### config.mk
export PLATFORM = sky130hd
export DESIGN_NAME = ptw_top
export DESIGN_NICKNAME = d
export VERILOG_FILES = /design/src/rtl/ptw_pkg.sv /design/src/rtl/ptw_addr_gen.sv /design/src/rtl/ptw_ctrl.sv /design/src/rtl/ptw_top.sv
export SDC_FILE = /design/constraint.sdc
export NUM_CORES = 1
export LEC_CHECK = 0
export ABC_CLOCK_PERIOD_IN_PS = 1400
export BUFFER_PORTS_ARGS = -buffer_cell sky130_fd_sc_hd__clkbuf_2
export CAP_MARGIN = 10
export CORE_MARGIN = 2
export CORE_UTILIZATION = 43
export DETAILED_ROUTE_END_ITERATION = 7
export PLACE_DENSITY = 0.77
export SYNTH_ARGS = -nofsm -noshare
export SYNTH_HDL_FRONTEND = slang
export SYNTH_SLANG_ARGS = --single-unit
export TNS_END_PERCENT = 1
### constraint.sdc
create_clock -name clk_i -period 1.4 [get_ports clk_i]
set_input_delay 0.07 -clock clk_i [delete_from_list [all_inputs] [get_ports clk_i]]
set_output_delay 0.07 -clock clk_i [all_outputs]
set_load 0.1 [all_outputs]
### src/rtl/ptw_pkg.sv
package ptw_pkg;
  localparam int unsigned ADDR_W  = 32;
  localparam int unsigned IDX_W   = 10;
  localparam int unsigned OFF_W   = 12;
  localparam int unsigned ENT_LG  = 2;   // log2 of entry size in bytes
  localparam int unsigned LEVELS  = 2;

  typedef enum logic [2:0] {
    ST_IDLE,
    ST_RD_DIR,
    ST_RD_TBL,
    ST_DONE,
    ST_FAULT
  } walk_st_e;
endpackage

### src/rtl/ptw_addr_gen.sv
module ptw_addr_gen #(
  parameter int unsigned ADDR_W = 32,
  parameter int unsigned IDX_W  = 10,
  parameter int unsigned OFF_W  = 12,
  parameter int unsigned ENT_LG = 2
) (
  input  logic [ADDR_W-1:0] base_i,
  input  logic [IDX_W-1:0]  idx_i,
  output logic [ADDR_W-1:0] addr_o
);
  localparam int unsigned BASE_W = ADDR_W - OFF_W;

  logic [ADDR_W-1:0] base_al;
  logic [ADDR_W-1:0] idx_off;

  always_comb begin
    base_al = {base_i[ADDR_W-1:OFF_W], {OFF_W{1'b0}}};
    idx_off = ADDR_W'(idx_i) << ENT_LG;
    addr_o  = base_al + idx_off;
  end

  logic unused_low;
  assign unused_low = ^base_i[OFF_W-1:0] & (BASE_W > 0);
endmodule

### src/rtl/ptw_ctrl.sv
module ptw_ctrl
  import ptw_pkg::*;
(
  input  logic     clk_i,
  input  logic     rst_ni,
  input  logic     start_i,
  input  logic     rvalid_i,
  input  logic     present_i,
  output walk_st_e st_o,
  output logic     issue_o,
  output logic     take_o,
  output logic     ready_o
);
  walk_st_e st_q, st_d;
  logic     pend_q;
  logic     reading;

  assign reading = (st_q == ST_RD_DIR) || (st_q == ST_RD_TBL);
  assign issue_o = reading && !pend_q;
  assign take_o  = reading && pend_q && rvalid_i;
  assign ready_o = (st_q == ST_IDLE);
  assign st_o    = st_q;

  always_comb begin
    st_d = st_q;
    unique case (st_q)
      ST_IDLE:   if (start_i) st_d = ST_RD_DIR;
      ST_RD_DIR: if (take_o)  st_d = present_i ? ST_RD_TBL : ST_FAULT;
      ST_RD_TBL: if (take_o)  st_d = present_i ? ST_DONE   : ST_FAULT;
      ST_DONE:   st_d = ST_IDLE;
      ST_FAULT:  st_d = ST_IDLE;
      default:   st_d = ST_IDLE;
    endcase
  end

  always_ff @(posedge clk_i or negedge rst_ni) begin
    if (!rst_ni) begin
      st_q   <= ST_IDLE;
      pend_q <= 1'b0;
    end else begin
      st_q <= st_d;
      if (issue_o)     pend_q <= 1'b1;
      else if (take_o) pend_q <= 1'b0;
    end
  end
endmodule

### src/rtl/ptw_top.sv
module ptw_top
  import ptw_pkg::*;
#(
  parameter int unsigned AW      = ptw_pkg::ADDR_W,
  parameter int unsigned IW      = ptw_pkg::IDX_W,
  parameter int unsigned OW      = ptw_pkg::OFF_W,
  parameter int unsigned EL      = ptw_pkg::ENT_LG,
  parameter int unsigned PRES_B  = 0
) (
  input  logic          clk_i,
  input  logic          rst_ni,
  input  logic          req_valid_i,
  output logic          req_ready_o,
  input  logic [AW-1:0] req_laddr_i,
  input  logic [AW-1:0] req_root_i,
  output logic          mem_req_o,
  output logic [AW-1:0] mem_addr_o,
  input  logic          mem_rvalid_i,
  input  logic [AW-1:0] mem_rdata_i,
  output logic          done_o,
  output logic [AW-1:0] paddr_o,
  output logic          fault_o,
  output logic [AW-1:0] fault_laddr_o
);
  localparam int unsigned NLVL = ptw_pkg::LEVELS;

  walk_st_e st;
  logic     issue, take, accept;
  logic [AW-1:0] laddr_q, root_q, tbl_q, frame_q;
  logic [AW-1:0] lvl_base [NLVL];
  logic [IW-1:0] lvl_idx  [NLVL];
  logic [AW-1:0] lvl_addr [NLVL];

  assign accept = req_valid_i && req_ready_o;

  ptw_ctrl u_ctrl (
    .clk_i     (clk_i),
    .rst_ni    (rst_ni),
    .start_i   (req_valid_i),
    .rvalid_i  (mem_rvalid_i),
    .present_i (mem_rdata_i[PRES_B]),
    .st_o      (st),
    .issue_o   (issue),
    .take_o    (take),
    .ready_o   (req_ready_o)
  );

  // level 0 indexes with the top field, level 1 with the next one down
  for (genvar g = 0; g < NLVL; g++) begin : g_lvl
    assign lvl_base[g] = (g == 0) ? root_q : tbl_q;
    assign lvl_idx[g]  = laddr_q[AW-1-g*IW -: IW];
    ptw_addr_gen #(.ADDR_W(AW), .IDX_W(IW), .OFF_W(OW), .ENT_LG(EL)) u_ag (
      .base_i (lvl_base[g]),
      .idx_i  (lvl_idx[g]),
      .addr_o (lvl_addr[g])
    );
  end

  always_ff @(posedge clk_i or negedge rst_ni) begin
    if (!rst_ni) begin
      laddr_q <= '0;
      root_q  <= '0;
      tbl_q   <= '0;
      frame_q <= '0;
    end else begin
      if (accept) begin
        laddr_q <= req_laddr_i;
        root_q  <= req_root_i;
      end
      if (take && st == ST_RD_DIR) tbl_q   <= mem_rdata_i;
      if (take && st == ST_RD_TBL) frame_q <= mem_rdata_i;
    end
  end

  assign mem_req_o     = issue;
  assign mem_addr_o    = (st == ST_RD_TBL) ? lvl_addr[1] : lvl_addr[0];
  assign done_o        = (st == ST_DONE);
  assign fault_o       = (st == ST_FAULT);
  assign paddr_o       = {frame_q[AW-1:OW], laddr_q[OW-1:0]};
  assign fault_laddr_o = laddr_q;
endmodule

; ---- After elaboration in Yosys (flattened, before gate mapping)
; Cells that the tools add are included.
; Widths: inputs -> output; s select.
[op_classes]
addsub = 2
n_eq_ne = 7
mux = 9
reduce_logical = 11
[ops]
columns = operator, n
row1 = $add 32x12->32, 2
row2 = $mux 32, 1
row3 = $mux 3, 5
row4 = $pmux 3 s3, 1
row5 = $eq 3x2->1 const B, 2
row6 = $logic_and 1x1->1, 6
row7 = $ne 2x2->1 const B, 3
row8 = $eq 3x1->1 const B, 1
row9 = $eq 3x3->1 const B, 1
row10 = $logic_not 3->1, 1
row11 = $reduce_and 3->1, 1
row12 = $mux 1, 2
row13 = $reduce_bool 2->1, 1
row14 = $logic_not 1->1, 1
row15 = $logic_or 1x1->1, 1
[totals]
reg_bits = 132
inputBits = 100
output_inout_bits = 100
wordCells = 35

; ---- Logic depth before layout (Yosys ltp)
; Gate-level depths: netlist (run 1).
[logic_depth]
depth_word = 6
depth_mapped = 6
mapped_depth_nobuf = 3

; ---- By module
; Synthesis (run 1) repeated with hierarchy kept, for this count alone.
[hier_totals]
cells_unflattened = 384
area_unflattened_um2 = 5622.9
[modules_own_cells]
columns = module, instances, cells_each, area_each_um2, seq_area_each_um2
row1 = ptw_top, 1, 297, 4931.0, 2902.8
row2 = ptw_addr_gen, 2, 33, 244.0, 0.0
row3 = ptw_ctrl, 1, 21, 203.9, 100.1

; ---- Least setup slack after synthesis (run 1)
; OpenSTA, ideal clock, no wires.
[synth_timing]
kind = register -> output
from = reg u_ctrl.st_q[2] (netlist: u_ctrl.st_o[2])
to = out fault_o
arrival_time_ps = 2715
required_ps = 1330
slack_ps = -1385
stages_incl_launch_ff = 3
n_path_buf = 1
cell_sequence = dfrtp_1 buf_2 nor3b_1
[synth_between]
elab_chain_cells = 1
[synth_rtl]
columns = item, line
row1 = from (decl), ptw_ctrl.sv:14  ; walk_st_e st_q, st_d;
row2 = from (signal assigned), ptw_ctrl.sv:41  ; st_q <= st_d;
row3 = $eq 3x3->1, ptw_top.sv:78  ; assign fault_o = (st == ST_FAULT);
row4 = to (decl), ptw_top.sv:22  ; output logic fault_o,
; Every way passes these cells.

; ---- Worst setup path after layout (run 1)
[layout_timing]
from = reg u_ctrl.st_q[0] (netlist: u_ctrl.st_o[0])
to = out mem_addr_o[23]
[layout_between]
elab_chain_cells = 2
[layout_rtl]
columns = item, line
row1 = $eq 3x2->1, ptw_top.sv:76  ; assign mem_addr_o = (st == ST_RD_TBL) ? lvl_addr[1] : lvl_addr[0];
row2 = $mux 32, ptw_top.sv:76
row3 = to (decl), ptw_top.sv:17  ; output logic [AW-1:0] mem_addr_o,
; Every way passes these cells.

==> results of run 1 <==
[worst paths after layout]
path	from	endpoint	slack [ps]	cells after the start
worst max-delay path	u_ctrl.st_o[0]	mem_addr_o[23]	-440	6
worst min-delay path	mem_rvalid_i	u_ctrl.st_o[0]	110	3
worst max register to register	u_ctrl.st_o[0]	fault_laddr_o[7]	-260	6
worst min register to register	root_q[19]	root_q[19]	520	1
max in group asynchronous	rst_ni	u_ctrl.st_o[2]	680	3
min in group asynchronous	rst_ni	fault_laddr_o[1]	320	3
[registers in the layout, summed over array words and instances, names as in the netlist]
signal         count
u_ctrl.st_o        3
frame_q           20
u_ctrl.pend_q      1
root_q            20
fault_laddr_o     32
tbl_q             20
[repair_timing]
action,CTS,global route
hold buffers,74,0
setup buffers,6,0
pin swaps,2,4
gates cloned,2,0
endpoints found under the setup margin,127,127
endpoints found under the hold margin,189,0
resized for setup,53,16
[stage by stage]
step | TNS [ps] | setup slack (ps) | std cells | hold WS (ps)
finish | -31500 | -443.4 | 669 | 113.9
global route | -39520 | -525.3 | 669 | 119.2
CTS | -36540 | -547.5 | 671 | 96.19
detailed placement | -22040 | -231.0 | 573 | 162.6
global placement | -19010 | -194.0 | 573 | 158.1
floorplan | -55490 | -831.8 | 291 | -225.6
[placed cells by master, fill, tap and decap left out, types with 2 or more instances in the layout]
cell type	count
nand2_1	2
nor2_1	2
buf_4	15
nor3_4	2
conb_1	2
dfrtp_1	94
clkbuf_2	139
mux2_2	20
dfrtp_2	2
nor2_4	2
inv_6	2
buf_12	43
clkbuf_1	2
nand2b_1	2
clkbuf_8	9
mux2_4	103
buf_6	2
clkinvlp_4	3
dlygate4sd3_1	74
[cells by family (layout without fill, tap and decap cells)]
family,Yosys count,in the layout,synth area share (%)
muxes,123,123,35.05
AOI/OAI and AO/OA,5,5,0.7252
DFF,96,96,53.54
buffers and inverters,48,290,8.310
and+or+nand+nor,17,17,2.287
other,1,2,0.08358
[layer usage]
layer  global-route usage [%]  wire length [um]
met1                    25.19              4818
met2                    37.59              6212
met3                    4.966               566
met4                    6.861               156
met5                        0                 0
[cell type report]
| class | instances | area share, % |
|---|---|---|
| Clock inverter | 5 | 0.5573 |
| Clock buffer | 11 | 1.829 |
| Sequential cell | 96 | 33.47 |
| Tap cell | 136 | 2.369 |
| Timing Repair Buffer | 274 | 34.24 |
| Multi-Input combinational cell | 147 | 27.53 |
[critical path: cells and delay by family, from the launching register on]
kind	cells	cell delay (ps)
buffers and inverters	3	440
flip-flops	1	380
multiplexers	1	320
AND/OR/NAND/NOR	2	250
==> implementation parameters, run 1 <==
Parameter                              Value

Clocking
  Clock slew seen by the registers of the worst setup and hold paths    90 ps
  CTS root buf    clkbuf_8
  Number of clock sinks    96
  Total number of H-tree levels    3
  Number of buffers between clock root and the deepest sink    2
  Clock insertion delay at the later pin of the skew report    360 ps
  Number of buffers inserted during clock tree synthesis    9
  CTS tree    built

Outcome
  Run status    finished with violations
  Failing checks    negative setup slack

Logic synthesis
  Mean instance size in the synthesized netlist    15.47 um2
  Count of flip-flops with a built-in enable after synthesis    0
  Synth area leader    dfrtp_1
  FF+latch count, synth    96
  Dominant cells by area after synthesis    dfrtp_1 (54%), mux2_2 (18%), mux2_4 (17%)
  Synthesized area    roughly 4500 um2
  Sequential share of the synthesized area    53.54%
  Warnings from Yosys    0
  Share of the synthesized area in the top cell type    53.54%
  Most instantiated library cell after synthesis    dfrtp_1
  Distinct cell type count of the synthesized netlist    22
  Most common flop cell mapped by yosys    dfrtp_1
  Post-synthesis cell count    between 200 and 300
  Fraction of registers with async set/reset    100.0%
  Most frequent cells after synthesis    dfrtp_1 (96), mux2_2 (71), mux2_4 (50)

Drt
  Initial DRT Pass Iterations    4
  Drt wl/cell    17.57 um
  Detailed-route DRC error count    0
  Antenna Violating Nets Remaining    0
  Initial DRC count    104
  Final routed wirelength across all metal layers    11750 um
  Via Count    around 3200
  Via-to-Cell Ratio    4.770

Global route
  Antenna violations before repair    0
  Combined global-route utilization of all metal layers    21.15%
  Largest net degree at the start of global routing    97
  Vias in the first global route    3542
  Global-route wire length before repair    18310 um
  Total congestion overflow after global routing    0

Floorplanning
  Initial core utilization    between 40% and 50%
  Cell row count    37
  Floorplan die area    roughly 11000 um2
  Horizontal die dimension    106.2 um
  Total I/O pin count    200
  Placeable core region    around 10000 um2
  Die extent in y    106.2 um

STA
  Final WS setup    -443.4 ps
  Final number of setup-violating endpoints    127
  Min cycle time layout    1843 ps
  Relative slew slack    62.82%
  Maximum clock rate    542.5 MHz
  RSZ-0062 raised after global routing    yes
  Final worst clock skew    between 5 and 6 ps
  Hold violation count in the final report    0
  Portion of the clock cycle consumed by the worst path in the final layout    131.7%
  Worst Max-Slew Pin Slew    approximately 560 ps
  Pins Over Slew Limit    0

Final layout
  FF/Latch Area    2405 um2
  Multi-input logic area    1978 um2
  Ratio of cells with drive above 1 in the final layout    65.48%
  Core occupancy in the finished layout    70.22%
  Layout area overhead    60.12%
  Area of all placed cells without fillers    roughly 7000 um2
  Fillcell total    670
  Number of inserted diodes    0
  Nets    roughly 630

Placement
  IO buf count    174
  Global placer's final weighted congestion    0.7643
  Instance area at placement    5954 um2
  DP Wirelength    7007 um

Setup path
  Startpoint kind of the worst setup timing path    flop
  Maximum fanout along the worst path    8
  Crit Path Category    flop to primary output
  Required time at the endpoint of the critical path    between 1000 and 1500 ps
  Cells along the critical path    nand2b_4 -> nor2_4 -> buf_6 -> buf_12 -> mux2_4 -> buf_12
  Crit path arrival time    1770 ps
  CP endpoint kind    primary output
  Stage delay of the slowest cell on the critical path    380 ps
  Cell with the most instances on the worst path    buf_12
  Critical-path top delay cell    dfrtp_1

Job
  Max capacitance violation total    0

Hold path
  HP Class    primary input to flop
Power of run 1 is not shown: default switching activity piles up to over one toggle a cycle in this logic, so the estimate is an artifact.
==> run 2, diff against run 1 <==
--- a/config.mk
+++ b/config.mk
@@ -6,7 +6,7 @@
 export NUM_CORES = 1
 export LEC_CHECK = 0
 export ABC_CLOCK_PERIOD_IN_PS = 1400
-export BUFFER_PORTS_ARGS = -buffer_cell sky130_fd_sc_hd__clkbuf_2
+export BUFFER_PORTS_ARGS = -buffer_cell sky130_fd_sc_hd__buf_2
 export CAP_MARGIN = 10
 export CORE_MARGIN = 2
 export CORE_UTILIZATION = 43
==> implementation parameters, run 2 (synthesis gave the netlist of run 1 again) <==
Parameter                              Value

Drt
  Initial DRC count    64 (was 104)
  Via Count    3148 (was 3191)
  Antenna Violating Nets Remaining    0 (unchanged)
  Detailed-route DRC error count    0 (unchanged)
  Via-to-Cell Ratio    4.713 (was 4.770)
  Final routed wirelength across all metal layers    11560 um (was 11750 um)
  Initial DRT Pass Iterations    4 (unchanged)
  Drt wl/cell    17.30 um (was 17.57 um)

Setup path
  Delay-heaviest family, CP    buffers and inverters (unchanged)
  Reg2Reg Launch Point    u_ctrl.st_o[0] (unchanged)
  Required time at the endpoint of the critical path    1330 ps (about the same)
  Critical register-to-register path endpoint    fault_laddr_o[5] (was fault_laddr_o[7])
  Maximum fanout along the worst path    8 (unchanged)
  Crit Path Category    flop to primary output (unchanged)
  Critical-path top delay cell    dfrtp_1 (unchanged)
  Cells along the critical path    nand2b_4 -> nor2_4 -> buf_12 -> buf_12 -> mux2_4 -> buf_12 (was nand2b_4 -> nor2_4 -> buf_6 -> buf_12 -> mux2_4 -> buf_12)
  Total buffers and inverters traversed by the critical path    3 (unchanged)
  CP endpoint kind    primary output (unchanged)
  Startpoint kind of the worst setup timing path    flop (unchanged)
  Cell with the most instances on the worst path    buf_12 (unchanged)
  Depth of the worst register-to-register path    6 (unchanged)
  Stages on the worst setup path    6 (unchanged)
  Worst R2R Setup Slack    -270 ps (was -260 ps)
  Crit path arrival time    1790 ps (was 1770 ps)
  Stage delay of the slowest cell on the critical path    390 ps (was 380 ps)

Final layout
  Layout area overhead    60.82% (was 60.12%)
  FF/Latch Area    2405 um2 (unchanged)
  Top library cells by usage in the layout, fill and taps aside    buf_2 (139), mux2_4 (94), dfrtp_1 (94) (was clkbuf_2 (139), mux2_4 (103), dfrtp_1 (94))
  Fillcell total    692 (was 670)
  Ratio of cells with drive above 1 in the final layout    65.79% (was 65.48%)
  Flip-flop count of the largest register after layout    32 (unchanged)
  Nets    628 (unchanged)
  Number of inserted diodes    0 (unchanged)
  Multi-input logic area    1949 um2 (was 1978 um2)
  Most common cell after layout, fill and taps aside    buf_2 (was clkbuf_2)
  Area of all placed cells without fillers    7216 um2 (was 7184 um2)

Floorplanning
  Die extent in y    106.2 um (unchanged)
  Floorplan die area    11270 um2 (unchanged)
  Horizontal die dimension    106.2 um (unchanged)
  Initial core utilization    43.85% (unchanged)
  Placeable core region    10230 um2 (unchanged)
  Cell row count    37 (unchanged)
  Total I/O pin count    200 (unchanged)

Clocking
  CTS root buf    clkbuf_8 (unchanged)
  CTS tree    built (unchanged)
  Number of clock sinks    96 (unchanged)
  Number of buffers inserted during clock tree synthesis    9 (unchanged)
  Number of buffers between clock root and the deepest sink    2 (unchanged)
  Total number of H-tree levels    3 (unchanged)
  Clock insertion delay at the later pin of the skew report    350 ps (was 360 ps)
  Clock slew seen by the registers of the worst setup and hold paths    90 ps (about the same)

Global route
  Vias in the first global route    3549 (was 3542)
  Global-route wire length before repair    18410 um (was 18310 um)
  Largest net degree at the start of global routing    97 (unchanged)
  Total congestion overflow after global routing    0 (unchanged)
  Combined global-route utilization of all metal layers    21.10% (was 21.15%)
  Antenna violations before repair    0 (unchanged)

STA
  Portion of the clock cycle consumed by the worst path in the final layout    133.2% (was 131.7%)
  Maximum clock rate    536.3 MHz (was 542.5 MHz)
  Final WS setup    -464.5 ps (was -443.4 ps)
  Pins Over Slew Limit    0 (unchanged)
  Final worst hold slack    127.0 ps (was 113.9 ps)
  Hold violation count in the final report    0 (unchanged)
  Final number of setup-violating endpoints    127 (unchanged)
  RSZ-0062 raised after global routing    yes (unchanged)
  Worst Max-Slew Pin Slew    518.9 ps (was 560.1 ps)
  Relative slew slack    65.41% (was 62.82%)
  Min cycle time layout    1864 ps (was 1843 ps)
  Final worst clock skew    14.42 ps (was 5.023 ps)

Hold path
  Hold worst-path end    u_ctrl.st_o[0] (unchanged)
  Hold Path Stages    3 (unchanged)
  Source of the worst hold timing path    mem_rvalid_i (unchanged)
  HP Class    primary input to flop (unchanged)

Placement
  Instance area at placement    5954 um2 (unchanged)
  IO buf count    174 (unchanged)
  Setup slack after placement    -230.4 ps (was -231.0 ps)
  DP Wirelength    6948 um (was 7007 um)
  Global placer's final weighted congestion    0.7708 (was 0.7643)

Job
  Max capacitance violation total    0 (unchanged)

Outcome
  Run status    finished with violations (unchanged)
  Failing checks    negative setup slack (unchanged)
## run 2: cell type report
class / instances / area share (%)
multi-input combinational: 147 / 27.02
tap: 136 / 2.358
sequential: 96 / 33.33
clock inverter: 6 / 1.266
timing repair buffer: 274 / 34.32
clock buffer: 9 / 1.717
## run 2: worst reg2reg max path, cell delays in order (launching register included)
cell     delay [ps]
dfrtp_1         390
buf_4           140
buf_4           130
nor3_4          120
and2_4          250
buf_12          190
mux2_4          320
## run 2: stage by stage
stage | util (%) | TNS (ps) | std cells
floorplan | - | -55490 | 291
global placement | 58.20 | -19220 | 573
detailed placement | 58.20 | -21010 | 573
CTS | 70.15 | -36480 | 668
global route | 70.53 | -42150 | 668
finish | 70.53 | -32110 | 668
## run 2: worst max path at each step
| stage | start | to | slack, ps |
|---|---|---|---|
| after CTS | u_ctrl.st_o[0] | mem_addr_o[15] | -510 |
| after global routing | u_ctrl.st_o[0] | mem_addr_o[15] | -560 |
| after floorplan | u_ctrl.st_o[1] | fault_laddr_o[0] | -830 |
| final | u_ctrl.st_o[0] | mem_addr_o[15] | -460 |
| after detailed placement | u_ctrl.st_o[0] | mem_addr_o[15] | -230 |
| after global placement | u_ctrl.st_o[1] | mem_addr_o[24] | -200 |
## run 2: metal layers
layer	GRT usage [%]	up-vias	wire length (um)
met2	37.82	107	6148
met3	5.518	9	666
li1	-	1442	-
met4	5.263	0	115
met1	25.19	1590	4625
met5	0	-	0
## run 2: timing repair
action	4_1_cts	5_1_grt
cloned	2	0
hold buffers	74	0
hold endpoints to repair	189	0
endpoints found under the setup margin	127	128
pin swaps	2	2
resized for setup	47	10
setup buffers	4	0
Power of run 2 is left out for the same reason.
